`src/rtl/utx_pkg.sv`:
```
package utx_pkg;

  localparam int DATA_W    = 8;
  localparam int ADDR_W    = 3;
  localparam int FRAME_MAX = 12;
  localparam int REM_W     = 4;

  localparam logic [ADDR_W-1:0] ADR_DATA = 3'd0;
  localparam logic [ADDR_W-1:0] ADR_DHI  = 3'd1;
  localparam logic [ADDR_W-1:0] ADR_LINE = 3'd3;

  typedef struct packed {
    logic       dsel;      // divisor access
    logic       brk;       // break override
    logic       stick;     // forced parity
    logic       even;      // even / space select
    logic       pen;       // parity enable
    logic       two_stop;  // two stop bits
    logic [1:0] wlen;      // 5 + wlen data bits
  } line_ctl_t;

  function automatic logic [DATA_W-1:0] word_mask(logic [1:0] wlen);
    return 8'hFF >> (2'd3 - wlen);
  endfunction

  function automatic logic parity_of(logic [DATA_W-1:0] d, line_ctl_t c);
    logic x;
    x = ^(d & word_mask(c.wlen));
    if (c.stick) return ~c.even;
    return c.even ? x : ~x;
  endfunction

  function automatic logic [REM_W-1:0] frame_len(line_ctl_t c);
    return REM_W'(7) + {2'b00, c.wlen} + {3'b000, c.pen} + {3'b000, c.two_stop};
  endfunction

  function automatic logic [FRAME_MAX-1:0] build_frame(logic [DATA_W-1:0] d, line_ctl_t c);
    logic [FRAME_MAX-1:0] f;
    logic [REM_W-1:0]     pidx;
    f    = '1;
    f[0] = 1'b0;
    for (int i = 0; i < DATA_W; i++) begin
      if (i < 5 + int'(c.wlen)) f[i+1] = d[i];
    end
    pidx = REM_W'(6) + {2'b00, c.wlen};
    if (c.pen) f[pidx] = parity_of(d, c);
    return f;
  endfunction

endpackage

```
`src/rtl/utx_regs.sv`:
```
module utx_regs
  import utx_pkg::*;
#(
  parameter int DIV_W     = 16,
  parameter int DIV_RESET = 1
) (
  input  logic              clk,
  input  logic              rst_n,
  input  logic              wr_en,
  input  logic [ADDR_W-1:0] wr_addr,
  input  logic [DATA_W-1:0] wr_data,
  input  logic              take,
  output line_ctl_t         line_ctl,
  output logic [DIV_W-1:0]  divisor,
  output logic [DATA_W-1:0] hold_data,
  output logic              hold_full
);

  localparam int HI_W = DIV_W - 8;

  line_ctl_t         ctl_q;
  logic [DIV_W-1:0]  div_q;
  logic [DATA_W-1:0] hold_q;
  logic              full_q;

  logic sel_lo, wr_hold, wr_dlo, wr_dhi, wr_line;

  always_comb begin
    sel_lo  = wr_en && (wr_addr == ADR_DATA);
    wr_hold = sel_lo && !ctl_q.dsel;
    wr_dlo  = sel_lo && ctl_q.dsel;
    wr_dhi  = wr_en && (wr_addr == ADR_DHI) && ctl_q.dsel;
    wr_line = wr_en && (wr_addr == ADR_LINE);
  end

  always_ff @(posedge clk or negedge rst_n) begin
    if (!rst_n) begin
      ctl_q  <= '0;
      div_q  <= DIV_W'(DIV_RESET);
      hold_q <= '0;
      full_q <= 1'b0;
    end else begin
      if (wr_line) ctl_q <= line_ctl_t'(wr_data);
      if (wr_dlo)  div_q[7:0] <= wr_data;
      if (wr_dhi)  div_q[DIV_W-1:8] <= HI_W'(wr_data);
      if (wr_hold) hold_q <= wr_data;
      if (wr_hold)     full_q <= 1'b1;
      else if (take)   full_q <= 1'b0;
    end
  end

  assign line_ctl  = ctl_q;
  assign divisor   = div_q;
  assign hold_data = hold_q;
  assign hold_full = full_q;

  a_r7_divisor_write_keeps_empty: assert property (@(posedge clk) disable iff (!rst_n)
    (wr_en && wr_addr == ADR_DATA && ctl_q.dsel && !full_q) |=> !full_q);

  a_r10_last_write_wins: assert property (@(posedge clk) disable iff (!rst_n)
    wr_hold |=> (full_q && hold_q == $past(wr_data)));

  a_r9_take_empties: assert property (@(posedge clk) disable iff (!rst_n)
    (take && !wr_hold) |=> !full_q);

endmodule

```
`src/rtl/utx_baud.sv`:
```
module utx_baud #(
  parameter int DIV_W      = 16,
  parameter int OVERSAMPLE = 16
) (
  input  logic             clk,
  input  logic             rst_n,
  input  logic [DIV_W-1:0] divisor,
  output logic             samp_tick,
  output logic             bit_tick
);

  localparam int OS_W  = $clog2(OVERSAMPLE);
  localparam int GAP_W = DIV_W + OS_W + 1;

  function automatic logic [DIV_W-1:0] eff_div(logic [DIV_W-1:0] d);
    return (d == '0) ? DIV_W'(1) : d;
  endfunction

  logic [DIV_W-1:0] cnt_q;
  logic [OS_W-1:0]  os_q;
  logic [DIV_W-1:0] div_eff;

  always_comb begin
    div_eff   = eff_div(divisor);
    samp_tick = (cnt_q >= div_eff - DIV_W'(1));
    bit_tick  = samp_tick && (os_q == OS_W'(OVERSAMPLE - 1));
  end

  always_ff @(posedge clk or negedge rst_n) begin
    if (!rst_n) begin
      cnt_q <= '0;
      os_q  <= '0;
    end else begin
      cnt_q <= samp_tick ? '0 : cnt_q + DIV_W'(1);
      if (samp_tick) os_q <= bit_tick ? '0 : os_q + OS_W'(1);
    end
  end

  // Interval monitor for the bit-period assertion
  logic [GAP_W-1:0] gap_q;
  logic             seen_q, chg_q;
  logic [DIV_W-1:0] div_prev_q;
  logic             div_chg;

  assign div_chg = (divisor != div_prev_q);

  always_ff @(posedge clk or negedge rst_n) begin
    if (!rst_n) begin
      gap_q      <= '0;
      seen_q     <= 1'b0;
      chg_q      <= 1'b0;
      div_prev_q <= '0;
    end else begin
      div_prev_q <= divisor;
      gap_q      <= bit_tick ? '0 : gap_q + GAP_W'(1);
      if (bit_tick) seen_q <= 1'b1;
      if (bit_tick)     chg_q <= div_chg;
      else if (div_chg) chg_q <= 1'b1;
    end
  end

  a_r8_bit_period: assert property (@(posedge clk) disable iff (!rst_n)
    (bit_tick && seen_q && !chg_q && !div_chg)
      |-> (gap_q == GAP_W'(OVERSAMPLE) * GAP_W'(div_eff) - GAP_W'(1)));

  a_r8_zero_as_one: assert property (@(posedge clk) disable iff (!rst_n)
    (divisor == '0 && div_prev_q == '0) |-> samp_tick);

endmodule

```
`src/rtl/utx_shifter.sv`:
```
module utx_shifter
  import utx_pkg::*;
(
  input  logic              clk,
  input  logic              rst_n,
  input  logic              bit_tick,
  input  logic              hold_full,
  input  logic [DATA_W-1:0] hold_data,
  input  line_ctl_t         line_ctl,
  output logic              take,
  output logic              busy,
  output logic              ser_raw
);

  logic [FRAME_MAX-1:0] shreg_q;
  logic [REM_W-1:0]     rem_q;
  logic                 busy_q;
  logic                 boundary;

  always_comb begin
    boundary = bit_tick && (!busy_q || rem_q == REM_W'(1));
    take     = boundary && hold_full;
    ser_raw  = busy_q ? shreg_q[0] : 1'b1;
  end

  always_ff @(posedge clk or negedge rst_n) begin
    if (!rst_n) begin
      shreg_q <= '1;
      rem_q   <= '0;
      busy_q  <= 1'b0;
    end else if (bit_tick) begin
      if (take) begin
        shreg_q <= build_frame(hold_data, line_ctl);
        rem_q   <= frame_len(line_ctl);
        busy_q  <= 1'b1;
      end else if (busy_q) begin
        if (rem_q == REM_W'(1)) begin
          busy_q <= 1'b0;
          rem_q  <= '0;
        end else begin
          shreg_q <= {1'b1, shreg_q[FRAME_MAX-1:1]};
          rem_q   <= rem_q - REM_W'(1);
        end
      end
    end
  end

  assign busy = busy_q;

  a_r2_start_first: assert property (@(posedge clk) disable iff (!rst_n)
    take |=> (busy_q && !ser_raw));

  a_r2_len_range: assert property (@(posedge clk) disable iff (!rst_n)
    take |=> (rem_q >= REM_W'(7) && rem_q <= REM_W'(FRAME_MAX)));

  a_r9_moves_on_tick: assert property (@(posedge clk) disable iff (!rst_n)
    !bit_tick |=> ($stable(rem_q) && $stable(shreg_q)));

  a_r2_last_bit_stop: assert property (@(posedge clk) disable iff (!rst_n)
    (busy_q && rem_q == REM_W'(1)) |-> ser_raw);

endmodule

```
`src/rtl/uart_tx_framer.sv`:
```
module uart_tx_framer
  import utx_pkg::*;
#(
  parameter int DIV_W      = 16,
  parameter int OVERSAMPLE = 16,
  parameter int DIV_RESET  = 1
) (
  input  logic       clk,
  input  logic       rst_n,
  input  logic       wr_en,
  input  logic [2:0] wr_addr,
  input  logic [7:0] wr_data,
  output logic       ser_out,
  output logic       hold_empty,
  output logic       tx_busy
);

  line_ctl_t         line_ctl;
  logic [DIV_W-1:0]  divisor;
  logic [DATA_W-1:0] hold_data;
  logic              hold_full;
  logic              take;
  logic              samp_tick;
  logic              bit_tick;
  logic              busy;
  logic              ser_raw;
  logic              ser_q;

  utx_regs #(
    .DIV_W     (DIV_W),
    .DIV_RESET (DIV_RESET)
  ) u_regs (
    .clk       (clk),
    .rst_n     (rst_n),
    .wr_en     (wr_en),
    .wr_addr   (wr_addr),
    .wr_data   (wr_data),
    .take      (take),
    .line_ctl  (line_ctl),
    .divisor   (divisor),
    .hold_data (hold_data),
    .hold_full (hold_full)
  );

  utx_baud #(
    .DIV_W      (DIV_W),
    .OVERSAMPLE (OVERSAMPLE)
  ) u_baud (
    .clk       (clk),
    .rst_n     (rst_n),
    .divisor   (divisor),
    .samp_tick (samp_tick),
    .bit_tick  (bit_tick)
  );

  utx_shifter u_shift (
    .clk       (clk),
    .rst_n     (rst_n),
    .bit_tick  (bit_tick),
    .hold_full (hold_full),
    .hold_data (hold_data),
    .line_ctl  (line_ctl),
    .take      (take),
    .busy      (busy),
    .ser_raw   (ser_raw)
  );

  // Break masks the registered line; the shifter is never stalled.
  always_ff @(posedge clk or negedge rst_n) begin
    if (!rst_n) ser_q <= 1'b1;
    else        ser_q <= line_ctl.brk ? 1'b0 : ser_raw;
  end

  assign ser_out    = ser_q;
  assign hold_empty = !hold_full;
  assign tx_busy    = busy;

  a_r6_break_forces_low: assert property (@(posedge clk) disable iff (!rst_n)
    $past(line_ctl.brk) |-> !ser_out);

  a_r1_idle_high: assert property (@(posedge clk) disable iff (!rst_n)
    (!$past(line_ctl.brk) && !$past(busy)) |-> ser_out);

  a_r6_break_keeps_shifting: assert property (@(posedge clk) disable iff (!rst_n)
    (line_ctl.brk && busy && !bit_tick) |=> busy);

endmodule

```
`config.mk`:
```
export PLATFORM = sky130hd
export DESIGN_NAME = uart_tx_framer
export DESIGN_NICKNAME = d
export VERILOG_FILES = /design/src/rtl/utx_pkg.sv /design/src/rtl/utx_regs.sv /design/src/rtl/utx_baud.sv /design/src/rtl/utx_shifter.sv /design/src/rtl/uart_tx_framer.sv
export SDC_FILE = /design/constraint.sdc
export NUM_CORES = 1
export LEC_CHECK = 0
export ABC_AREA = 0
export BUFFER_PORTS_ARGS = -buffer_cell sky130_fd_sc_hd__buf_2
export CAP_MARGIN = 10
export CELL_PAD_IN_SITES_DETAIL_PLACEMENT = 1
export CELL_PAD_IN_SITES_GLOBAL_PLACEMENT = 1
export CORE_ASPECT_RATIO = 0.5
export CORE_MARGIN = 5
export CORE_UTILIZATION = 50
export DETAILED_ROUTE_END_ITERATION = 8
export GPL_ROUTABILITY_DRIVEN = 1
export GPL_TIMING_DRIVEN = 0
export MAX_ROUTING_LAYER = met4
export PLACE_DENSITY_LB_ADDON = 0.1
export SLEW_MARGIN = 20
export SYNTH_ARGS = -nofsm -noshare
export SYNTH_HDL_FRONTEND = slang
export SYNTH_SLANG_ARGS = --single-unit
```
`constraint.sdc`:
```
create_clock -name clk -period 7.5 [get_ports clk]
set_input_delay 0 -clock clk [delete_from_list [all_inputs] [get_ports clk]]
set_output_delay 0 -clock clk [all_outputs]
set_load 0.05 [all_outputs]
```
=== Yosys cells after proc, flatten, opt, wreduce, memory -nomap -nowiden ===
Cells that the tools add are included.

* Input bits: 14
* Flip-flop bits (word level): 71

* Add/subtract/negate cells: 10
* Bitwise gates (word level): 3
* Muxes and demuxes: 54
* Eq/ne operators: 5
* Reductions and logical operators: 21
* Shifts and indexed selects: 1
* Order comparisons: 11

{| class="wikitable"
|+ Operators with widths
! kind !! number
|-
| 4-bit by 32-bit less-than comparator with 1-bit output (first input constant) || 4
|-
| 3-bit by 32-bit less-than comparator with 1-bit output (first input constant) || 2
|-
| 12-bit 2-to-1 mux || 4
|-
| 1-bit 2-to-1 mux || 42
|-
| 1-bit by 32-bit less-than comparator with 1-bit output (first input constant) || 1
|-
| 2-bit by 32-bit less-than comparator with 1-bit output (first input constant) || 1
|-
| 16-bit 2-to-1 mux || 2
|-
| 16-bit by 1-bit adder with 16-bit output (second input constant) || 1
|-
| 16-bit >= comparator || 1
|-
| 16-bit logical NOT || 1
|-
| 4-bit 2-to-1 mux || 4
|-
| 16-bit by 1-bit subtractor with 16-bit output (second input constant) || 1
|-
| 3-bit by 2-bit adder with 4-bit output (first input constant) || 3
|-
| 12-bit bitwise mux || 1
|-
| 1-bit logical AND || 10
|-
| 4-bit by 1-bit adder with 4-bit output || 2
|-
| 8-bit bitwise AND || 1
|-
| 8-bit parity || 1
|-
| 8-bit by 2-bit right shift with 8-bit output (first input constant) || 1
|-
| 4-bit by 5-bit less-than comparator with 1-bit output (second input constant) || 1
|-
| 4-bit by 1-bit adder with 4-bit output (second input constant) || 1
|-
| 1-bit demux with 4-bit select || 1
|-
| 4-bit by 1-bit equality test with 1-bit output (second input constant) || 1
|-
| 4-bit equality test (second input constant) || 1
|-
| 13 further kinds || 17
|}

=== Logic depth before layout (Yosys ltp) ===
* Depth after elaboration: 16
* Depth in mapped cells: 19
* Gate-level depth less buffers: 17

=== Hierarchy ===
Synthesis repeated with hierarchy kept, for this count alone.

* Cell total of the unflattened synthesis: 371
* Area, all modules: 4043.9 um^2

{| class="wikitable"
|+ Modules (own cells, without submodules)
! module !! area an instance (um^2) !! times used !! cells an instance
|-
| utx_baud || 1556.5 || 1 || 166
|-
| utx_regs || 1270.0 || 1 || 74
|-
| utx_shifter || 1173.6 || 1 || 128
|-
| uart_tx_framer || 43.8 || 1 || 3
|}

=== Least setup slack after synthesis ===
OpenSTA, ideal clock, no wires.

* Path kind: register to register
* Start point: reg u_regs.div_q[6], in the netlist u_regs.divisor[6]
* End point: reg u_shift.rem_q[2]
* Cell stages (with the launch flop): 19
* Data arrival time: 3929 ps
* Period minus slack after synthesis: 4054 ps
* Slack: 3446 ps
* Cell sequence: dfrtp_1 > or4_4 > or3_4 > nor3_2 > a21oi_1 > ha_1 > nand2b_1 > or2_1 > nor3_1 > xnor2_1 > ha_1 > nand4_1 > nor2_1 > o2111ai_1 > o221ai_1 > buf_2 > nand2_1 > nor2_2 > mux2_2

* Word-level cells in the longest chain between the ends: 9
* Elaborated cells on any way between the ends: 10
* Those cells by class: 1 x add/sub; 1 x order compare; 2 x mux; 6 x reduce/logical

{| class="wikitable"
|+ RTL lines
! element !! line !! source
|-
| start, declared || utx_regs.sv:22 || <nowiki>logic [DIV_W-1:0] div_q;</nowiki>
|-
| start signal, assigned || utx_regs.sv:39 || <nowiki>div_q <= DIV_W'(DIV_RESET);</nowiki>
|-
| start signal, assigned || utx_regs.sv:44 || <nowiki>if (wr_dlo) div_q[7:0] <= wr_data;</nowiki>
|-
| start signal, assigned by index || utx_regs.sv:45 || <nowiki>if (wr_dhi) div_q[DIV_W-1:8] <= HI_W'(wr_data);</nowiki>
|-
| 16-bit logical NOT || utx_baud.sv:16 || <nowiki>return (d == '0) ? DIV_W'(1) : d;</nowiki>
|-
| 16-bit 2-to-1 mux * || utx_baud.sv:16 ||
|-
| 16-bit by 1-bit subtractor with 16-bit output * || utx_baud.sv:25 || <nowiki>samp_tick = (cnt_q >= div_eff - DIV_W'(1));</nowiki>
|-
| 16-bit >= comparator * || utx_baud.sv:25 ||
|-
| 1-bit logical AND * || utx_baud.sv:26 || <nowiki>bit_tick = samp_tick && (os_q == OS_W'(OVERSAMPLE - 1));</nowiki>
|-
| 1-bit logical AND || utx_shifter.sv:21 || <nowiki>boundary = bit_tick && (!busy_q || rem_q == REM_W'(1));</nowiki>
|-
| 1-bit logical AND || utx_shifter.sv:22 || <nowiki>take = boundary && hold_full;</nowiki>
|-
| 2-bit nonzero test (no line) || n/a ||
|-
| 2-bit AND reduction (no line) || n/a ||
|-
| end signal, assigned || utx_shifter.sv:34 || <nowiki>rem_q <= frame_len(line_ctl);</nowiki>
|-
| end signal, assigned || utx_shifter.sv:42 || <nowiki>rem_q <= rem_q - REM_W'(1);</nowiki>
|-
| end, declared || utx_shifter.sv:16 || <nowiki>logic [REM_W-1:0] rem_q;</nowiki>
|}

Every way passes the cells marked *; elsewhere a longest branch is shown, timed or not.
A chain may end at the register's enable or synchronous reset.

=== Worst setup path in the final report ===
* Start point: reg u_regs.div_q[11], in the netlist u_regs.divisor[11]
* End point: reg u_baud.cnt_q[14]

* Word-level cells in the longest chain between the ends: 5

{| class="wikitable"
|+ RTL lines
! element !! line !! source
|-
| 16-bit logical NOT || utx_baud.sv:16 ||
|-
| 16-bit 2-to-1 mux * || utx_baud.sv:16 ||
|-
| 16-bit by 1-bit subtractor with 16-bit output * || utx_baud.sv:25 ||
|-
| 16-bit >= comparator * || utx_baud.sv:25 ||
|-
| 16-bit 2-to-1 mux * || utx_baud.sv:34 || <nowiki>cnt_q <= samp_tick ? '0 : cnt_q + DIV_W'(1);</nowiki>
|-
| end signal, assigned || utx_baud.sv:34 ||
|-
| end, declared || utx_baud.sv:19 || <nowiki>logic [DIV_W-1:0] cnt_q;</nowiki>
|}

Marks and branches as above.

==> impl_metrics.json <==
{
  "use_met3_pct": 5.79,
  "rsz0062_at_grt": "false",
  "hp-start": "wr_data[2]",
  "final_common_cell": "dfrtp_1",
  "vias_per_cell": 5.57,
  "crit_start": "u_regs.divisor[11]",
  "synth.avg_cell_area_um2": 11.1,
  "vias": 2820,
  "cts_buffers": 9,
  "clock_skew_ns": 0.00622,
  "cp_slowest_cell": "or4_1",
  "htree_num_levels": 3,
  "final-hold-violation-count": 0,
  "start_util_pct": 52.7,
  "clock-root-buffer": "clkbuf_16",
  "power_density_nw_per_um2": 337,
  "drt_iter0_drc": 102,
  "leakage_nw": 2.07,
  "max_freq_mhz": 208,
  "critPathArrivalTime_ns": 5.00,
  "die_width_um": 136,
  "worstSetupStartpointType": "flop",
  "cts.sinks": 71,
  "ir_drop_uv": 192,
  "crit_buf_inv": 3,
  "synth_nets": 396,
  "clock_path_buffers": 2,
  "yosysWarnings": 0,
  "synth_flop_cell": "dfrtp_1",
  "coreArea_um2": 7510,
  "avgRoutedWirePerCell_um": 17.8,
  "finalPower_mw": 1.54,
  "ant_nets": 0,
  "worst_pin_slew_ns": 0.860,
  "cp-end-kind": "flop",
  "port_buffers": 16,
  "fin_crit_sh_pct": 64.0,
  "grt_pass1_wl_um": 15200,
  "diodes": 0,
  "std_cell_rows": 22,
  "wl_um": 8990,
  "synth_edf_count": 0,
  "fillers": 814,
  "grt_max_degree": 60,
  "first_global_vias": 3054,
  "drive_above_1_share_pct": 25.1,
  "syn_area_um2": 3960,
  "cp_top_family": "simple AND/OR/NAND/NOR gates",
  "maxSlewHeadroom_pct": 42.4,
  "async_flop_share_pct": 100,
  "gp_congestion": 0.892,
  "drc_errors": 0,
  "syn_inst": 357,
  "most-common-layout-cells": "dfrtp_1 (57), mux2_2 (36), nor2_1 (28)",
  "fin_nets": 432,
  "maxSlewViolCount": 0,
  "dpl.hpwl_um": 6610,
  "synth.ff_latch_count": 71,
  "firstDrtPassIters": 4,
  "antenna_found_initial": 0,
  "grtUsageTotal_pct": 20.5,
  "path_cells": "or4_1 > or3_1 > nor3_2 > a21oi_1 > ha_1 > nand2b_1 > or2_1 > nor3_1 > xnor2_1 > ha_1 > nand4_1 > nor2_1 > o2111ai_1 > o221ai_1 > buf_2 > buf_2 > buf_1 > nor2_1",
  "busiest_layer": "met2",
  "crit_type": "reg2reg",
  "die-area_um2": 9910,
  "met2_usage_pct": 35.3,
  "grt-ovfl-total": 0,
  "cts.clk_slew.worst_paths_ns": 0.06,
  "tns_ns": 0,
  "io_pins": 17,
  "r2r-start": "u_regs.divisor[11]",
  "setup_viol": 0,
  "cp_max_fo": 10,
  "yosysSeqAreaShare_pct": 45.3,
  "ys_types": 57,
  "cts_tree": "done",
  "use_met1_pct": 24.6,
  "status": "finished clean",
  "hold_class": "in2reg",
  "cpPeakStageDelay_ns": 0.56,
  "max_cap_viol_count": 0,
  "syn2layout_area_growth_pct": 15.2,
  "cp.required_ns": 7.70,
  "insertion_delay_ns": 0.33,
  "period_minus_slack_ns": 4.80,
  "die_y_um": 72.9
}
==> kinds of logic (layout without fill, tap and decap cells) <==
kind of cell	count (synthesis)	count (layout)	synth area share, %
flops	71	71	45.3
xor+xnor	32	32	7.80
compound gates	57	57	9.45
fa+ha+maj	25	25	8.09
mux	46	46	12.8
buf+inv	22	63	2.31
simple gates	104	104	14.3
==> cell type report <==
class / count / area (µm²) / share of cell area [%]
sequential: 71 / 1790 / 39.3
tap: 108 / 135 / 2.96
clock inverter: 3 / 17.5 / 0.384
buffer: 6 / 31.3 / 0.685
clock buffer: 13 / 260 / 5.70
inverter: 16 / 60.1 / 1.32
multi-input combinational: 264 / 2070 / 45.5
timing repair buffer: 25 / 190 / 4.17
==> synth_stat cells (5+ instances only) <==
library cell	n	area share, %
inv_1	16	1.5
dfstp_2	14	9.3
ha_1	24	7.6
mux2_2	36	10
mux2i_1	10	2.5
nand2_1	23	2.2
and3_1	6	0.95
a31oi_1	5	0.79
o21ai_0	14	1.8
nand3_1	7	0.88
a21oi_1	12	1.5
nor3_1	5	0.63
xor2_1	9	2.0
nand2b_1	5	0.79
or3_1	6	0.95
nor2_1	28	2.7
a21o_1	7	1.3
nand4_1	5	0.79
xnor2_1	20	4.4
dfrtp_1	57	36
==> routing by layer <==
layer / up-vias / wire [µm]
met1: 1421 / 4270
met5: - / 0
met2: 40 / 4380
met3: 6 / 299
met4: 0 / 50
li1: 1353 / -
==> path summary, 6_finish.rpt <==
kind / depth (start not counted) / to / slack (ns)
min in group asynchronous: 2 / u_baud.cnt_q[0] / 0.07
min: 2 / u_regs.divisor[2] / 0.02
max: 18 / u_baud.cnt_q[14] / 2.70
min reg2reg: 1 / ser_out / 0.47
max in group asynchronous: 3 / ser_out / 6.83
max reg2reg: 18 / u_baud.cnt_q[14] / 2.70
==> power by group <==
part	leakage (nW)	switching (mW)	total, mW	internal, mW
logic	1.07	0.261	0.531	0.270
registers	0.862	0.117	0.610	0.493
clock network	0.136	0.155	0.396	0.241
total	2.07	0.533	1.54	1.00
==> through the flow <==
stage | worst slack [ns] | hold WS [ns] | util (%) | std cells | instance area, µm²
final | 2.70 | 0.0210 | 60.7 | 506 | 4560
after global routing | 2.33 | 0.0142 | 60.7 | 506 | 4560
after CTS | 2.65 | 0.0161 | 60.7 | 506 | 4560
after detailed placement | 2.67 | -0.136 | 56.0 | 482 | 4210
after global placement | 2.77 | 0.295 | 55.6 | 481 | 4180
after floorplan | 3.45 | -0.296 | - | 357 | 3960
==> state kept, by name, indices dropped and copies added (netlist names) <==
name              count
u_regs.line_ctl       8
u_regs.hold_full      1
u_shift.rem_q         4
u_baud.cnt_q         16
u_shift.busy          1
u_regs.hold_data      8
u_regs.divisor       16
u_shift.shreg_q      12
u_baud.os_q           4
ser_out               1
==> repair_timing <==
item,4_1_cts,5_1_grt
gates resized for setup,0,0
setup buffers,0,0
hold buffers,8,0
endpoints found under the hold margin,81,0
No activity file was read; power rests on OpenSTA's default activity.
